**src/rtl/baud_sel_pkg.sv**
```systemverilog
// Package: shared register-select codes and the divider configuration type.
package baud_sel_pkg;
    typedef enum logic [1:0] {
        WSEL_RATE_LO = 2'd0,
        WSEL_RATE_HI = 2'd1,
        WSEL_CTRL    = 2'd2,
        WSEL_NONE    = 2'd3
    } wsel_e;

    typedef struct packed {
        logic [1:0] mode;
        logic       dbl;
        logic       src;
    } rate_cfg_t;
endpackage

```
**src/rtl/baud_rate_regs.sv**
```systemverilog
// Rate and control registers behind a byte write port.
// Assumes: a rate value is two bytes. A rate byte write is dropped while
// the generator enable is set, so the divider never sees a partial value.
module baud_rate_regs
    import baud_sel_pkg::*;
#(
    parameter int BYTE_W = 8
) (
    input  logic                clk,
    input  logic                rst_n,
    input  logic                wr_en,
    input  logic [1:0]          wr_sel,
    input  logic [BYTE_W-1:0]   wr_data,
    output logic [2*BYTE_W-1:0] rate_o,
    output logic                gen_en_o,
    output logic                src_sel_o
);
    localparam int RATE_W = 2 * BYTE_W;

    logic [RATE_W-1:0] rate_q;
    logic              gen_en_q;
    logic              src_q;

    // Register update: the rate bytes load only while the generator is off.
    always_ff @(posedge clk) begin
        if (!rst_n) begin
            rate_q   <= '0;
            gen_en_q <= 1'b0;
            src_q    <= 1'b0;
        end else if (wr_en) begin
            case (wr_sel)
                WSEL_RATE_LO: if (!gen_en_q) rate_q[BYTE_W-1:0]      <= wr_data;
                WSEL_RATE_HI: if (!gen_en_q) rate_q[RATE_W-1:BYTE_W] <= wr_data;
                WSEL_CTRL: begin
                    gen_en_q <= wr_data[0];
                    src_q    <= wr_data[1];
                end
                default: ;
            endcase
        end
    end

    assign rate_o    = rate_q;
    assign gen_en_o  = gen_en_q;
    assign src_sel_o = src_q;


    rate_lock_chk: assert property (@(posedge clk) disable iff (!rst_n)
        (gen_en_q && wr_en && wr_sel != WSEL_CTRL) |=> $stable(rate_q));
endmodule

```
**src/rtl/baud_prog_div.sv**
```systemverilog
// Programmable divider: one strobe every (rate + OFFSET) clocks.
// Assumes: rate_i is stable while en_i is high. With en_i low, the count
// holds at zero, so counting starts cleanly on the cycle after enable.
module baud_prog_div #(
    parameter int RATE_W = 16,
    parameter int OFFSET = 16
) (
    input  logic              clk,
    input  logic              rst_n,
    input  logic              en_i,
    input  logic [RATE_W-1:0] rate_i,
    output logic              tick_o
);
    localparam int CNT_W = RATE_W + 1;

    logic [CNT_W-1:0] cnt_q;
    logic [CNT_W-1:0] last_cnt;
    logic             tick_q;

    assign last_cnt = {1'b0, rate_i} + CNT_W'(OFFSET - 1);

    // Count clocks while enabled and flag the wrap as a one-cycle strobe.
    always_ff @(posedge clk) begin
        if (!rst_n || !en_i) begin
            cnt_q  <= '0;
            tick_q <= 1'b0;
        end else if (cnt_q == last_cnt) begin
            cnt_q  <= '0;
            tick_q <= 1'b1;
        end else begin
            cnt_q  <= cnt_q + 1'b1;
            tick_q <= 1'b0;
        end
    end

    assign tick_o = tick_q;


    prog_hold_chk: assert property (@(posedge clk) disable iff (!rst_n)
        !en_i |=> (cnt_q == '0 && !tick_q));

    prog_gap_chk: assert property (@(posedge clk) disable iff (!rst_n)
        tick_q |=> !tick_q);
endmodule

```
**src/rtl/baud_fixed_div.sv**
```systemverilog
// Event divider shared by the fixed clock divisions and the timer path.
// Counts qualifying events up to term_i and emits a one-cycle strobe.
// Assumes: a change of term_i arrives together with restart_i.
module baud_fixed_div #(
    parameter int CNT_W = 6
) (
    input  logic             clk,
    input  logic             rst_n,
    input  logic             restart_i,
    input  logic             event_i,
    input  logic [CNT_W-1:0] term_i,
    output logic             tick_o
);
    logic [CNT_W-1:0] cnt_q;
    logic             tick_q;

    // Restart on a configuration change, otherwise count events to the terminal value.
    always_ff @(posedge clk) begin
        if (!rst_n || restart_i) begin
            cnt_q  <= '0;
            tick_q <= 1'b0;
        end else if (event_i && cnt_q == term_i) begin
            cnt_q  <= '0;
            tick_q <= 1'b1;
        end else begin
            cnt_q  <= cnt_q + CNT_W'(event_i);
            tick_q <= 1'b0;
        end
    end

    assign tick_o = tick_q;


    restart_quiet_chk: assert property (@(posedge clk) disable iff (!rst_n)
        restart_i |=> (!tick_q && cnt_q == '0));

    cnt_range_chk: assert property (@(posedge clk) disable iff (!rst_n)
        !restart_i |-> cnt_q <= term_i);
endmodule

```
**src/rtl/baud_strobe_sel.sv**
```systemverilog
// Top: picks the bit-rate strobe source from the serial mode, the double-rate
// bit and the source-select bit. Modes 0 and 2 divide the core clock. Modes 1
// and 3 use either timer overflows or the programmable generator.
// Assumes: tmr_ovf pulses last one clock and all inputs share clk.
module baud_strobe_sel
    import baud_sel_pkg::*;
#(
    parameter int BYTE_W      = 8,
    parameter int PROG_OFFSET = 16,
    parameter int CLK_DIV_HI  = 16,
    parameter int CLK_DIV_LO  = 32,
    parameter int TMR_DIV_HI  = 32,
    parameter int TMR_DIV_LO  = 64
) (
    input  logic              clk,
    input  logic              rst_n,
    input  logic              wr_en,
    input  logic [1:0]        wr_sel,
    input  logic [BYTE_W-1:0] wr_data,
    input  logic [1:0]        ser_mode,
    input  logic              dbl_rate,
    input  logic              tmr_ovf,
    output logic              baud_tick
);
    localparam int RATE_W = 2 * BYTE_W;
    localparam int DIV_W  = $clog2(TMR_DIV_LO);

    logic [RATE_W-1:0] rate;
    logic              gen_en;
    logic              src_sel;
    rate_cfg_t         cfg, cfg_q;
    logic              restart;
    logic              use_prog, use_tmr;
    logic              div_event;
    logic [DIV_W-1:0]  div_term;
    logic              prog_tick, fix_tick;

    baud_rate_regs #(.BYTE_W(BYTE_W)) u_regs (
        .clk(clk), .rst_n(rst_n), .wr_en(wr_en), .wr_sel(wr_sel),
        .wr_data(wr_data), .rate_o(rate), .gen_en_o(gen_en), .src_sel_o(src_sel)
    );

    assign cfg      = '{mode: ser_mode, dbl: dbl_rate, src: src_sel};
    assign restart  = (cfg != cfg_q);
    assign use_prog = ser_mode[0] && src_sel;
    assign use_tmr  = ser_mode[0] && !src_sel;

    // Remember the last configuration so that a change can be detected.
    always_ff @(posedge clk) begin
        if (!rst_n) cfg_q <= '0;
        else        cfg_q <= cfg;
    end

    // Choose the events to count and the terminal count for the shared divider.
    always_comb begin
        if (use_tmr) begin
            div_event = tmr_ovf;
            div_term  = dbl_rate ? DIV_W'(TMR_DIV_HI - 1) : DIV_W'(TMR_DIV_LO - 1);
        end else if (use_prog) begin
            div_event = 1'b0;
            div_term  = DIV_W'(CLK_DIV_HI - 1);
        end else if (ser_mode == 2'd2) begin
            div_event = 1'b1;
            div_term  = dbl_rate ? DIV_W'(CLK_DIV_HI - 1) : DIV_W'(CLK_DIV_LO - 1);
        end else begin
            div_event = 1'b1;
            div_term  = DIV_W'(CLK_DIV_HI - 1);
        end
    end

    baud_fixed_div #(.CNT_W(DIV_W)) u_fixed (
        .clk(clk), .rst_n(rst_n), .restart_i(restart), .event_i(div_event),
        .term_i(div_term), .tick_o(fix_tick)
    );

    baud_prog_div #(.RATE_W(RATE_W), .OFFSET(PROG_OFFSET)) u_prog (
        .clk(clk), .rst_n(rst_n), .en_i(gen_en), .rate_i(rate), .tick_o(prog_tick)
    );

    assign baud_tick = use_prog ? prog_tick : fix_tick;


    prog_src_chk: assert property (@(posedge clk) disable iff (!rst_n)
        (use_prog && baud_tick) |-> gen_en);

    reset_quiet_chk: assert property (@(posedge clk)
        !rst_n |=> !baud_tick);
endmodule

```
**config.mk**
```make
export PLATFORM = sky130hd
export DESIGN_NAME = baud_strobe_sel
export DESIGN_NICKNAME = d
export VERILOG_FILES = /design/src/rtl/baud_sel_pkg.sv /design/src/rtl/baud_rate_regs.sv /design/src/rtl/baud_prog_div.sv /design/src/rtl/baud_fixed_div.sv /design/src/rtl/baud_strobe_sel.sv
export SDC_FILE = /design/constraint.sdc
export NUM_CORES = 1
export LEC_CHECK = 0
export BUFFER_PORTS_ARGS = -buffer_cell sky130_fd_sc_hd__buf_2
export CORE_AREA = 2 2 70 72
export CTS_BUF_LIST = sky130_fd_sc_hd__clkbuf_8
export DETAILED_ROUTE_END_ITERATION = 7
export DIE_AREA = 0 0 72 74
export PLACE_DENSITY_LB_ADDON = 0.12
export SETUP_SLACK_MARGIN = 0.15
export SYNTH_ARGS = -nofsm -noshare
export SYNTH_HDL_FRONTEND = slang
export SYNTH_SLANG_ARGS = --single-unit
```
**constraint.sdc**
```tcl
create_clock -name clk -period 2.32 [get_ports clk]
set_input_delay 0.464 -clock clk [delete_from_list [all_inputs] [get_ports clk]]
set_output_delay 0.464 -clock clk [all_outputs]
set_load 0.02 [all_outputs]
```
==> summary.md <==
| Metric | Value |
|---|---|
| Status | finished clean |
| Crit path DAT | 2460 ps |
| Share of cell area taken by muxes after synthesis | 4.07% |
| Vias | between 2,000 and 2,500 |
| Std-Cell Rows | 25 |
| Final Cycle Share | just under 100% |
| Area growth from synthesis to layout | 18.8% |
| CTS Root Cell | clkbuf_8 |
| Routability congestion estimate | about 0.85 |
| CTS tree | yes |
| Syn Area/Cell | between 8 and 9 sq um |
| Pin count of the biggest net entering global routing | 25 |
| FF-to-FF path depth | 10 |
| Crit path kind | flop to flop |
| Worst setup path start | u_regs.rate_o[0] |
| Top_reg_cell synth | dfxtp_1 |
| CP Capture Type | flop |
| Number of global-route vias before repair | 1,895 |
| Leak pwr | 1.06 nW |
| Layout cell share with drive strength beyond 1 | between 10% and 20% |
| Crit path largest cell delay | around 400 ps |
| Worst path cell trace | inv_2 > ha_4 > or3b_4 > o21ai_2 > a32oi_1 > a221o_1 > nor4_4 > buf_6 > clkbuf_16 > nor3_1 |
| Min-Delay Startpoint | ser_mode[1] |
| Die ar. | approximately 5300 sq um |
| PnR worst setup slack | 18.9 ps |
| Minimum clock period | between 2000 and 2500 ps |
| Post-synth EDFFs | 0 |
| Starting Density | 54.1% |
| Relative slew slack | between 50 and 60% |
| Die X | a little over 70 microns |
| R2r endpoint | u_prog.cnt_q[15] |
| Sequential area share after synthesis | a little under two fifths |
| Via-per-instance ratio | around 5.5 |
| Critical Path RT | 2480 ps |
| 1st-iter DRT viols | ~120 |
| Setup WS pre-CTS | between 30 and 40 ps |
| Setup crit end | u_prog.cnt_q[15] |
| Max Clock Freq | approximately 430 MHz |
| Top cells by area, synth | dfxtp_1 38%, xnor2_1 8.1%, xor2_1 7.0%, nand2_1 4.5%, mux2i_1 3.6% |
| Clock skew | roughly 10 ps |
| RSZ-0062 raised after global routing | yes |
| PD cells | ~530 nW/um^2 |
| Initial antenna violation count | 0 |
| Complex-gate fraction of the synthesized area | under 10% |
| Critical path launch point type | flop |
| CTS sink cnt | 47 |
| Routed length per placed instance | 14.3 microns |
| Area of the core | approximately 4600 sq um |
| Buffers on Ports | 17 |
| Fillcell total | ~410 |
| Max-cap violations | 0 |
| Fin. Hold Viols | 0 |
| WL final | 5.32 mm |
| Synth Warn # | 0 |
| First-pass GRT wire length | around 8.8 mm |
| Worst Tran Pin Value | around 630 ps |
| Synth Area in XOR/XNOR | 15.1% |
| Synthesized flop and latch total | 47 |
| Total congestion overflow | 0 |
| Pre-antenna DRT Iters | 4 |
| Asr flop ratio synth | 0% |
| Die H | approximately 74 microns |
| Worst r2r src | u_regs.rate_o[0] |
| Hold buffers post-CTS | 0 |
| DRC viols | 0 |
| CTS clk-pin slew, worst paths | about 90 ps |
| Util after Layout | between 60% and 70% |
| Crit-path max FO | 5 |
| IO Count | 18 |
| Slew Viols, Final | 0 |
| N_diodes | 0 |
| Largest family of logic cells by synthesized area | simple AND/OR/NAND/NOR gates |
| Mapped Area | 2490 sq um |
| Clk buf depth | 2 |
| Synthesized instance count | between 200 and 300 |
| Slowest cell on crit path | or3b_4 |
| Clock buffer count from CTS | 5 |
| Simple-Gate Fraction of Synth Area | approximately 28% |
| Detail Placement HPWL | 3.88 mm |
| CTS H-Tree Depth | 2 |
| R2R setup slack | approximately 19 ps |
| Top cell type's share of synthesized area | between 30% and 40% |
| Clock latency on the worst-skew pair | 300 ps |
| Final setup viols | 0 |
| Adder-cell share of the synthesized area | under 10% |
| VDD IR max | 0.000312 V |
| Synth Net Count | 306 |
| Largest area contributor in the netlist | dfxtp_1 |
| Total GRT Usage | around a fifth |
| Distinct cell type count after synthesis | 46 |
| ANT nets after route | 0 |
| Hold Path Class | primary input to flop |
| Final net count | 339 |
==> timing repair <==
item | in CTS | in global routing
cloned | 0 | 3
gates resized for setup | 0 | 11
setup endpoints to repair | 18 | 18
buffers inserted | 0 | 3
pin swaps | 0 | 7
==> worst max-delay path, delay by kind of cell (launching register included) <==
family	cells	cell delay, ps
adders and majority gates	1	130
and+or+nand+nor	3	710
DFF	1	370
buffers and inverters	3	370
AOI/OAI and AO/OA	3	580
==> cell usage in the layout (no fill, tap or decap), drive strengths merged, types with 7 or more instances in the layout <==
cell type and instances:
nand2 30, nor2 13, and3 9, nand3 17, inv 8, mux2i 9, xor2 20, a21boi 10
nor3 18, buf 33, nor2b 12, and2 7, xnor2 23, nand4 7, dfxtp 47, clkbuf 7
==> power by group <==
group | switching [mW] | total [mW] | internal (mW) | leakage, nW
sequential | 0.0139 | 0.833 | 0.819 | 0.383
combinational | 0.0728 | 0.145 | 0.0724 | 0.622
clock | 0.276 | 0.597 | 0.321 | 0.0581
total | 0.362 | 1.57 | 1.21 | 1.06
==> metrics by stage <==
| stage | cells | hold slack, ps | instance area (sq um) | setup TNS, ps | power [mW] |
|---|---|---|---|---|---|
| floorplan | 285 | 457 | 2510 | 0 | 0.941 |
| global placement | 359 | 475 | 2720 | 0 | 0.991 |
| detailed placement | 359 | 479 | 2720 | 0 | 0.992 |
| CTS | 367 | 392 | 2830 | 0 | 1.58 |
| global route | 373 | 406 | 2960 | -1110 | 1.64 |
| finish | 373 | 406 | 2960 | 0 | 1.57 |
==> cell families after synthesis <==
logic type	count (synthesis)
and+or+nand+nor	131
DFF	47
xor gates and xnor gates	43
AOI/OAI and AO/OA	33
buffers and inverters	17
muxes	10
adders and majority gates	4
==> how the worst min path moves through the flow <==
stage                            to  depth (start not counted)  slack [ps]
floorplan           u_regs.gen_en_o                          2         460
global placement    u_regs.gen_en_o                          2         480
detailed placement  u_regs.gen_en_o                          2         480
CTS                        cfg_q[3]                          2         390
global route               cfg_q[3]                          2         410
finish                     cfg_q[3]                          2         410
==> synthesized netlist by cell type (all sizes together) (2+ instances only) <==
| cell type | n |
|---|---|
| nor2b | 12 |
| nand2b | 2 |
| nor3 | 18 |
| o21ai | 6 |
| xnor2 | 23 |
| mux2i | 9 |
| nor3b | 5 |
| and3 | 9 |
| clkbuf | 7 |
| nand3b | 2 |
| ha | 4 |
| nand2 | 30 |
| and2 | 7 |
| nor2 | 13 |
| nor4 | 4 |
| and4 | 2 |
| xor2 | 20 |
| buf | 2 |
| nand3 | 17 |
| a21boi | 10 |
| a21oi | 2 |
| dfxtp | 47 |
| nand4 | 7 |
| inv | 8 |
==> flip-flops by register name, summed over array words and instances, names as in the netlist <==
| name | flops |
|---|---|
| cfg_q | 4 |
| u_fixed.cnt_q | 6 |
| u_fixed.tick_o | 1 |
| u_prog.cnt_q | 17 |
| u_prog.tick_o | 1 |
| u_regs.gen_en_o | 1 |
| u_regs.rate_o | 16 |
| u_regs.src_sel_o | 1 |
==> per-layer routing <==
| metal | part of all wire, % | vias to the layer above | track usage (%) |
|---|---|---|---|
| met5 | 0 | - | 0 |
| met4 | 2.2 | 0 | 8.81 |
| met3 | 2.9 | 12 | 4.88 |
| met2 | 48 | 26 | 35.6 |
| met1 | 47 | 946 | 26.9 |
| li1 | - | 1068 | - |
==> cell type report <==
type | count | area [sq um] | area share [%]
multi-input combinational | 221 | 1520 | 51.4
sequential | 47 | 950 | 32.1
timing repair buffer | 35 | 275 | 9.31
clock buffer | 5 | 68.8 | 2.33
tap | 54 | 67.6 | 2.29
clock inverter | 3 | 43.8 | 1.48
inverter | 8 | 30.0 | 1.02
(Power assumes the default switching activity.)
